**config.mk**
```make
export PLATFORM = sky130hd
export DESIGN_NAME = selftest_seq
export DESIGN_NICKNAME = d
export VERILOG_FILES = /design/src/rtl/selftest_pkg.sv /design/src/rtl/selftest_ctrl.sv /design/src/rtl/selftest_axis.sv /design/src/rtl/selftest_seq.sv
export SDC_FILE = /design/constraint.sdc
export NUM_CORES = 2
export LEC_CHECK = 0
export ABC_AREA = 1
export CAP_MARGIN = 20
export CELL_PAD_IN_SITES_DETAIL_PLACEMENT = 0
export CELL_PAD_IN_SITES_GLOBAL_PLACEMENT = 1
export CORE_UTILIZATION = 31
export DETAILED_ROUTE_END_ITERATION = 8
export GPL_ROUTABILITY_DRIVEN = 0
export PLACE_DENSITY = 0.58
export REMOVE_ABC_BUFFERS = 1
export SLEW_MARGIN = 25
export SYNTH_ARGS = -nofsm -noshare
export SYNTH_HDL_FRONTEND = slang
export SYNTH_HIERARCHICAL = 1
export SYNTH_SLANG_ARGS = --single-unit
```
**constraint.sdc**
```tcl
create_clock -name clk -period 97.7 [get_ports clk]
set_clock_uncertainty 0.2 [all_clocks]
set_input_delay 19.54 -clock clk [delete_from_list [all_inputs] [get_ports clk]]
set_output_delay 19.54 -clock clk [all_outputs]
set_load 0.05 [all_outputs]
```
**src/rtl/selftest_pkg.sv**
```systemverilog
package selftest_pkg;
  typedef enum logic [2:0] {
    SQ_IDLE   = 3'd0,
    SQ_BASE   = 3'd1,
    SQ_SETTLE = 3'd2,
    SQ_ACTIVE = 3'd3,
    SQ_FINISH = 3'd4
  } seq_state_t;

  localparam int unsigned NUM_AXES = 3;
endpackage

```
**src/rtl/selftest_ctrl.sv**
```systemverilog
module selftest_ctrl
  import selftest_pkg::*;
#(
  parameter int unsigned CNT_W      = 6,
  parameter int unsigned SETTLE_W   = 4,
  parameter int unsigned DEF_N      = 10,
  parameter int unsigned DEF_SETTLE = 4
) (
  input  logic                clk,
  input  logic                rst_n,
  input  logic                start,
  input  logic                smp_valid,
  input  logic                cfg_we,
  input  logic [CNT_W-1:0]    cfg_n,
  input  logic [SETTLE_W-1:0] cfg_settle,
  output logic                busy,
  output logic                st_en,
  output logic                acc_clr,
  output logic                acc_off_en,
  output logic                acc_on_en,
  output logic                latch_en,
  output logic [CNT_W-1:0]    n_eff
);
  seq_state_t          state;
  logic [CNT_W-1:0]    n_reg;
  logic [SETTLE_W-1:0] s_reg;
  logic [CNT_W-1:0]    cnt;
  logic [SETTLE_W-1:0] scnt;
  logic [CNT_W-1:0]    n_term;
  logic [SETTLE_W-1:0] s_term;
  logic                phase_last;
  logic                settle_last;

  assign n_eff       = (n_reg == '0) ? CNT_W'(1) : n_reg;
  assign n_term      = n_eff - CNT_W'(1);
  assign s_term      = s_reg - SETTLE_W'(1);
  assign phase_last  = (cnt == n_term);
  assign settle_last = (scnt == s_term);

  assign busy       = (state != SQ_IDLE);
  assign st_en      = (state == SQ_SETTLE) || (state == SQ_ACTIVE);
  assign acc_clr    = (state == SQ_IDLE) && start;
  assign acc_off_en = (state == SQ_BASE) && smp_valid;
  assign acc_on_en  = (state == SQ_ACTIVE) && smp_valid;
  assign latch_en   = (state == SQ_FINISH);

  always_ff @(posedge clk or negedge rst_n) begin
    if (!rst_n) begin
      n_reg <= CNT_W'(DEF_N);
      s_reg <= SETTLE_W'(DEF_SETTLE);
    end else if (cfg_we && (state == SQ_IDLE)) begin
      n_reg <= cfg_n;
      s_reg <= cfg_settle;
    end
  end

  always_ff @(posedge clk or negedge rst_n) begin
    if (!rst_n) begin
      state <= SQ_IDLE;
      cnt   <= '0;
      scnt  <= '0;
    end else begin
      unique case (state)
        SQ_IDLE: begin
          if (start) begin
            state <= SQ_BASE;
            cnt   <= '0;
          end
        end
        SQ_BASE: begin
          if (smp_valid) begin
            if (phase_last) begin
              cnt   <= '0;
              scnt  <= '0;
              state <= (s_reg == '0) ? SQ_ACTIVE : SQ_SETTLE;
            end else begin
              cnt <= cnt + CNT_W'(1);
            end
          end
        end
        SQ_SETTLE: begin
          if (smp_valid) begin
            if (settle_last) state <= SQ_ACTIVE;
            else             scnt  <= scnt + SETTLE_W'(1);
          end
        end
        SQ_ACTIVE: begin
          if (smp_valid) begin
            if (phase_last) begin
              cnt   <= '0;
              state <= SQ_FINISH;
            end else begin
              cnt <= cnt + CNT_W'(1);
            end
          end
        end
        SQ_FINISH: state <= SQ_IDLE;
        default:   state <= SQ_IDLE;
      endcase
    end
  end
endmodule

```
**src/rtl/selftest_axis.sv**
```systemverilog
module selftest_axis #(
  parameter int unsigned SAMPLE_W = 12,
  parameter int unsigned CNT_W    = 6
) (
  input  logic                       clk,
  input  logic                       rst_n,
  input  logic                       acc_clr,
  input  logic                       acc_off_en,
  input  logic                       acc_on_en,
  input  logic                       latch_en,
  input  logic signed [SAMPLE_W-1:0] smp,
  input  logic [CNT_W-1:0]           n_eff,
  input  logic [SAMPLE_W-1:0]        lim,
  output logic signed [SAMPLE_W:0]   diff_o,
  output logic                       pass_o
);
  localparam int unsigned AW = SAMPLE_W + CNT_W;
  localparam int unsigned DW = SAMPLE_W + 1;

  logic signed [AW-1:0] sum_off;
  logic signed [AW-1:0] sum_on;
  logic signed [AW-1:0] smp_ext;
  logic signed [DW-1:0] delta;

  // Mean change: (on - off) / n, truncated toward zero.
  function automatic logic signed [DW-1:0] mean_delta(
    input logic signed [AW-1:0] s_on,
    input logic signed [AW-1:0] s_off,
    input logic [CNT_W-1:0]     n
  );
    logic signed [AW:0] num;
    logic signed [AW:0] den;
    logic signed [AW:0] q;
    num = {s_on[AW-1], s_on} - {s_off[AW-1], s_off};
    den = $signed({{(AW + 1 - CNT_W){1'b0}}, n});
    q   = num / den;
    return q[DW-1:0];
  endfunction

  // Magnitude reaches the minimum limit.
  function automatic logic reaches(
    input logic signed [DW-1:0] d,
    input logic [SAMPLE_W-1:0]  l
  );
    logic [DW-1:0] mag;
    mag = d[DW-1] ? (~d + DW'(1)) : d;
    return mag >= {1'b0, l};
  endfunction

  assign smp_ext = {{CNT_W{smp[SAMPLE_W-1]}}, smp};
  assign delta   = mean_delta(sum_on, sum_off, n_eff);

  always_ff @(posedge clk or negedge rst_n) begin
    if (!rst_n) begin
      sum_off <= '0;
      sum_on  <= '0;
    end else if (acc_clr) begin
      sum_off <= '0;
      sum_on  <= '0;
    end else begin
      if (acc_off_en) sum_off <= sum_off + smp_ext;
      if (acc_on_en)  sum_on  <= sum_on + smp_ext;
    end
  end

  always_ff @(posedge clk or negedge rst_n) begin
    if (!rst_n) begin
      diff_o <= '0;
      pass_o <= 1'b0;
    end else if (latch_en) begin
      diff_o <= delta;
      pass_o <= reaches(delta, lim);
    end
  end
endmodule

```
**src/rtl/selftest_seq.sv**
```systemverilog
module selftest_seq
  import selftest_pkg::*;
#(
  parameter int unsigned SAMPLE_W   = 12,
  parameter int unsigned CNT_W      = 6,
  parameter int unsigned SETTLE_W   = 4,
  parameter int unsigned DEF_N      = 10,
  parameter int unsigned DEF_SETTLE = 4
) (
  input  logic                       clk,
  input  logic                       rst_n,
  input  logic                       start,
  input  logic                       smp_valid,
  input  logic signed [SAMPLE_W-1:0] smp_x,
  input  logic signed [SAMPLE_W-1:0] smp_y,
  input  logic signed [SAMPLE_W-1:0] smp_z,
  input  logic                       cfg_we,
  input  logic [CNT_W-1:0]           cfg_n,
  input  logic [SETTLE_W-1:0]        cfg_settle,
  input  logic [SAMPLE_W-1:0]        lim_x,
  input  logic [SAMPLE_W-1:0]        lim_y,
  input  logic [SAMPLE_W-1:0]        lim_z,
  output logic                       st_en,
  output logic signed [SAMPLE_W:0]   diff_x,
  output logic signed [SAMPLE_W:0]   diff_y,
  output logic signed [SAMPLE_W:0]   diff_z,
  output logic                       pass,
  output logic                       done
);
  logic             busy;
  logic             acc_clr;
  logic             acc_off_en;
  logic             acc_on_en;
  logic             latch_en;
  logic [CNT_W-1:0] n_eff;

  logic signed [SAMPLE_W-1:0] smp_a  [NUM_AXES];
  logic [SAMPLE_W-1:0]        lim_a  [NUM_AXES];
  logic signed [SAMPLE_W:0]   diff_a [NUM_AXES];
  logic [NUM_AXES-1:0]        pass_v;

  assign smp_a[0] = smp_x;
  assign smp_a[1] = smp_y;
  assign smp_a[2] = smp_z;
  assign lim_a[0] = lim_x;
  assign lim_a[1] = lim_y;
  assign lim_a[2] = lim_z;

  selftest_ctrl #(
    .CNT_W(CNT_W), .SETTLE_W(SETTLE_W),
    .DEF_N(DEF_N), .DEF_SETTLE(DEF_SETTLE)
  ) u_ctrl (
    .clk(clk), .rst_n(rst_n), .start(start), .smp_valid(smp_valid),
    .cfg_we(cfg_we), .cfg_n(cfg_n), .cfg_settle(cfg_settle),
    .busy(busy), .st_en(st_en), .acc_clr(acc_clr),
    .acc_off_en(acc_off_en), .acc_on_en(acc_on_en),
    .latch_en(latch_en), .n_eff(n_eff)
  );

  for (genvar a = 0; a < NUM_AXES; a++) begin : g_axis
    selftest_axis #(.SAMPLE_W(SAMPLE_W), .CNT_W(CNT_W)) u_axis (
      .clk(clk), .rst_n(rst_n), .acc_clr(acc_clr),
      .acc_off_en(acc_off_en), .acc_on_en(acc_on_en),
      .latch_en(latch_en), .smp(smp_a[a]), .n_eff(n_eff),
      .lim(lim_a[a]), .diff_o(diff_a[a]), .pass_o(pass_v[a])
    );
  end

  assign diff_x = diff_a[0];
  assign diff_y = diff_a[1];
  assign diff_z = diff_a[2];
  assign pass   = &pass_v;

  always_ff @(posedge clk or negedge rst_n) begin
    if (!rst_n) done <= 1'b0;
    else        done <= latch_en;
  end
endmodule

```
* Word level (Yosys, flattened, before mapping) *
Cells that the tools add are included.
Widths: inputs -> output; s select.

word-level totals
  input port bits = 87
  output and inout port bits = 42
  bits in registers = 174

operators by class
  bitwise operators = 3
  multiplexer cells = 34
  order comparisons = 3
  equal/unequal tests = 15
  reduce and logical (&&, ||, !) cells = 17
  div/mod/pow operators = 3
  $add $sub $neg = 16

operators with widths
  operator               count
  $mux 18                12
  $add 18x12->18         6
  $div 19x7->19          3
  $sub 18x18->19         3
  $add 13x2->13 const B  3
  $ge 13x12->1           3
  $mux 13                3
  $not 13->13            3
  $mux 6                 4
  $mux 3                 7
  $mux 4                 4
  $pmux 3 s4             1
  $pmux 6 s2             1
  $ne 2x2->1 const B     5
  $ne 2x1->1 const B     4
  $pmux 4 s2             1
  $reduce_bool 2->1      4
  $reduce_and 7->1       1
  $add 6x1->6 const B    1
  $eq 3x2->1 const B     2
  $eq 6x6->1             1
  $logic_not 6->1        1
  $reduce_and 3->1       2
  $sub 6x1->6 const B    1
  other kinds (12)       15

* Longest topological paths before layout *
  depth after elaboration = 7
  mapped depth = 267
  depth with buffers taken out = 255

* By module *
Netlist, hierarchy kept.

modules (own cells, without submodules)
  module                                area an instance (um2)  cells an instance  instances  seq. area each (um2)
  selftest_axis (g_axis[1].u_axis ...)  13,814.5                2,248              2          1,251.2
  selftest_axis (g_axis[0].u_axis)      13,326.5                2,190              1          1,251.2
  selftest_ctrl                         1,511.4                 193                1          579.3
  selftest_seq                          38.8                    4                  1          25.0

* Worst setup path after synthesis *
OpenSTA, ideal clock, no wires.

  kind = reg-to-reg
  start = register g_axis[0].u_axis.sum_on[0]
  end = register g_axis[0].u_axis.pass_o
  setup time = 0.118 ns
  data required time = 97.382 ns
  arrival time = 34.778 ns
  stages on the path, launching flop included = 252
  slack = 62.604 ns
  cell sequence = dfrtp_1 inv_1 ha_1 inv_1 fa_1 nand3_1 nand3_1 nand3_1 nand3_1 nand2_2 buf_4 buf_6 buf_6 nand4_1 nor3_1 ha_1 o211ai_1 or2_2 [216 not listed] xor2_1 buf_4 o21ai_0 ha_1 o21a_1 o21a_1 o21ai_0 nand2_1 a21oi_1 o21bai_1 a21oi_1 o21ai_0 nand3_1 nand2_1 a21oi_1 nand2_1 nor2_1 nor2_1

on the way
  cells in the longest elaborated chain, start to end = 6

ends and longest elaborated chain
  item                    line                 RTL
  from (decl)             selftest_axis.sv:21  logic signed [AW-1:0] sum_on;
  from (signal assigned)  selftest_axis.sv:62  if (acc_on_en) sum_on <= sum_on + smp_ext;
  $sub 18x18->19 *        selftest_axis.sv:34  num = {s_on[AW-1], s_on} - {s_off[AW-1], s_off};
  $div 19x7->19 *         selftest_axis.sv:36  q = num / den;
  $not 13->13             selftest_axis.sv:46  mag = d[DW-1] ? (~d + DW'(1)) : d;
  $add 13x2->13           selftest_axis.sv:46
  $mux 13 *               selftest_axis.sv:46
  $ge 13x12->1 *          selftest_axis.sv:47  return mag >= {1'b0, l};
  to (signal assigned)    selftest_axis.sv:72  pass_o <= reaches(delta, lim);
  to (decl)               selftest_axis.sv:15  output logic pass_o

Every way passes the cells marked *; elsewhere a longest branch is shown, timed or not.
A chain may end at the register's enable or synchronous reset.

* Worst setup path after layout *
  start = register g_axis[0].u_axis.sum_on[7]
  end = register g_axis[0].u_axis.pass_o

Same word-level chain as after synthesis.

==> results.py <==
metrics = {
    "final_layout": {
        "antenna_cells": 0,
        "largestRegisters": "g_axis.u_axis/sum_off x54, g_axis.u_axis/sum_on x54, g_axis.u_axis/diff_o x39",
        "area_growth_syn_to_layout_pct": 8.83,
        "drive_gt1_frac": 0.120,
        "layout.nets": 7592,
        "fin_cells": 8785,
    },
    "sta": {
        "tns_ns": 0,
        "maxSlewViolCount": 0,
        "maxSlewHeadroom": 0.369,
        "hold_viol": 0,
        "min_period_ns": 43.78,
        "rsz0062_at_grt": "no",
        "worst_slew_pin_slew_ns": 0.943,
        "fmaxAchievable_mhz": 22.8,
        "report.final.setup_viol": 0,
        "timing.final.crit_share": 0.448,
    },
    "synthesis": {
        "yosys-top-cells-area": "nand2_1 15%, ha_1 15%, dfrtp_1 10%",
        "synth_ff_type": "dfrtp_1",
        "synthCells": 6883,
        "ys_seq_elements": 174,
        "synth_area_leader_cell": "nand2_1",
        "syn_avg_cell_area_um2": 6.18,
        "seq_area_frac_synth": 0.103,
        "synth_cell_types": 76,
        "synthArstFlopShare": 1.00,
        "netlist_area_um2": 42500,
        "yosysTopAreaCellShare": 0.150,
        "synth_most_common_cell": "nand2_1",
        "synth_edf_count": 0,
        "ys_warn_count": 6,
        "synth_common_cells": "1,698 x nand2_1, 1,133 x inv_1, 561 x nor2_1",
    },
    "global_route": {
        "antenna_found_initial": 10,
        "grt_pass1_vias": 39800,
        "grtUsageTotal": 0.192,
        "grt_max_degree": 67,
        "grt_overflow": 0,
        "grt_pass1_wl_um": 214000,
    },
    "clocking": {
        "cts_root_buf": "clkbuf_16",
        "hold_buffers": 0,
        "cts_tree": "done",
        "insertion_delay_ns": 0.54,
        "cts.path.max_buffers": 2,
        "postCtsSetupBuffers": 0,
        "path_clk_slew_ns": 0.09,
        "htreeDepth": 4,
        "cts_resized": 0,
        "cts_inserted_buffers": 17,
        "cts.sinks": 174,
    },
    "placement": {
        "port-buffer-count": 128,
        "dp_cells": 8753,
        "hpwl_um": 111000,
    },
    "routing": {
        "drt-wirelength-per-cell_um": 15.1,
        "firstDrtPassIters": 7,
        "avgViaCountPerCell": 4.72,
        "drc_errors": 0,
        "drt_iter0_drc": 1970,
        "num_vias": 41500,
        "drt-total-wl_um": 133000,
        "drtAntennaViolNets": 0,
    },
    "floorplan": {
        "dieArea_um2": 139000,
        "chipHeight_um": 372,
        "start_util": 0.313,
        "rows": 135,
        "fp.dieW_um": 372,
        "core_area_um2": 136000,
        "num_io_pins": 129,
    },
    "setup_path": {
        "start_kind": "flop",
        "cp_slowest_cell": "nor3_2",
        "reg2regPathDepth": 236,
        "worst-setup-path-type": "reg -> reg",
        "regToRegEndpoint": "g_axis[0].u_axis/pass_o",
        "rrSetupSlack_ns": 53.92,
        "cp_top_family": "compound AO/OA/AOI/OAI gates",
        "critPathRequiredTime_ns": 97.93,
        "end_kind": "flop",
        "cp_common_cell": "nand2_1",
        "rr_startpoint": "g_axis[0].u_axis/sum_on[7]",
        "max_stage_delay_ns": 0.65,
        "path_max_fanout": 30,
        "cp_data_arrival_time_ns": 44.01,
        "timing.critical_path.buf_inv": 39,
    },
    "worst_hold_path": {
        "min-delay-path-class": "reg -> reg",
        "worstHoldStart": "g_axis[2].u_axis/diff_o[4]",
        "min_to": "g_axis[2].u_axis/diff_o[4]",
        "holdPathStages": 2,
    },
    "run": {
        "max_cap_viol_count": 0,
    },
    "run_status": {
        "outcome": "finished clean",
    },
}
-- routing by layer --
layer	vias to the layer above	share of wire	global-route usage
li1	22400	-	-
met1	18600	0.51	0.266
met3	67	0.027	0.0220
met2	403	0.45	0.321
met5	-	0.00035	0
met4	8	0.012	0.0305
-- cell usage in the layout, fill, tap and decap left out, types with 59 or more instances in the layout --
master / n
o21ai_0: 395
a21oi_1: 252
inv_2: 74
xor2_1: 249
nand2_1: 1698
nand2_2: 221
ha_1: 505
nand3_1: 466
nand3_2: 88
nor2_2: 76
o21bai_1: 59
xnor2_1: 60
clkdlybuf4s50_1: 127
nand2_4: 66
dfrtp_1: 171
nor2_1: 558
inv_1: 1133
nand4_1: 153
-- area by class of cell --
class	count	area [um2]
fill	15000	89500
multi-input combinational	5385	32700
clock inverter	14	166
tap	1781	2230
inverter	1253	4800
clock buffer	18	439
timing repair buffer	160	1530
sequential	174	4360
-- cell families after synthesis --
family                     count (synthesis)  share of synthesized area
buffers and inverters                   1324                      0.128
adders and majority gates                514                      0.153
and+or+nand+nor                         3617                      0.424
muxes                                      3                   0.000765
DFF                                      174                      0.103
xor gates and xnor gates                 313                     0.0652
AOI/OAI and AO/OA                        938                      0.127
-- stage by stage --
step | hold WS, ns | instance area (um2) | utilization | setup WS (ns)
2_1_floorplan | 0.274 | 41900 | - | 61.99
3_3_place_gp | 0.264 | 45700 | 0.336 | 54.00
3_5_place_dp | 0.274 | 45700 | 0.336 | 53.80
4_1_cts | 0.298 | 46300 | 0.341 | 53.65
5_1_grt | 0.314 | 46300 | 0.341 | 48.61
6_report | 0.291 | 46300 | 0.341 | 53.92
-- worst min-delay path, cell delays in order, from the launching register on --
cell and delay (ns):
dfrtp_1 0.35, nand2_1 0.05, o21ai_0 0.06
-- worst max-delay path by stage --
| stage | endpoint | start | slack [ns] | cells past startpoint |
|---|---|---|---|---|
| after floorplan | g_axis[0].u_axis/pass_o | g_axis[0].u_axis/sum_off[0] | 61.99 | 236 |
| after global placement | g_axis[0].u_axis/pass_o | g_axis[0].u_axis/sum_on[0] | 54.00 | 233 |
| after detailed placement | g_axis[0].u_axis/pass_o | g_axis[0].u_axis/sum_on[0] | 53.80 | 234 |
| after CTS | g_axis[0].u_axis/pass_o | g_axis[0].u_axis/sum_on[0] | 53.65 | 234 |
| after global routing | g_axis[0].u_axis/pass_o | g_axis[0].u_axis/sum_on[7] | 48.61 | 235 |
| final | g_axis[0].u_axis/pass_o | g_axis[0].u_axis/sum_on[7] | 53.92 | 236 |
Power is left out: the tool's default activity adds up to more than one toggle a clock period on the data nets, which glitch-free logic cannot reach.
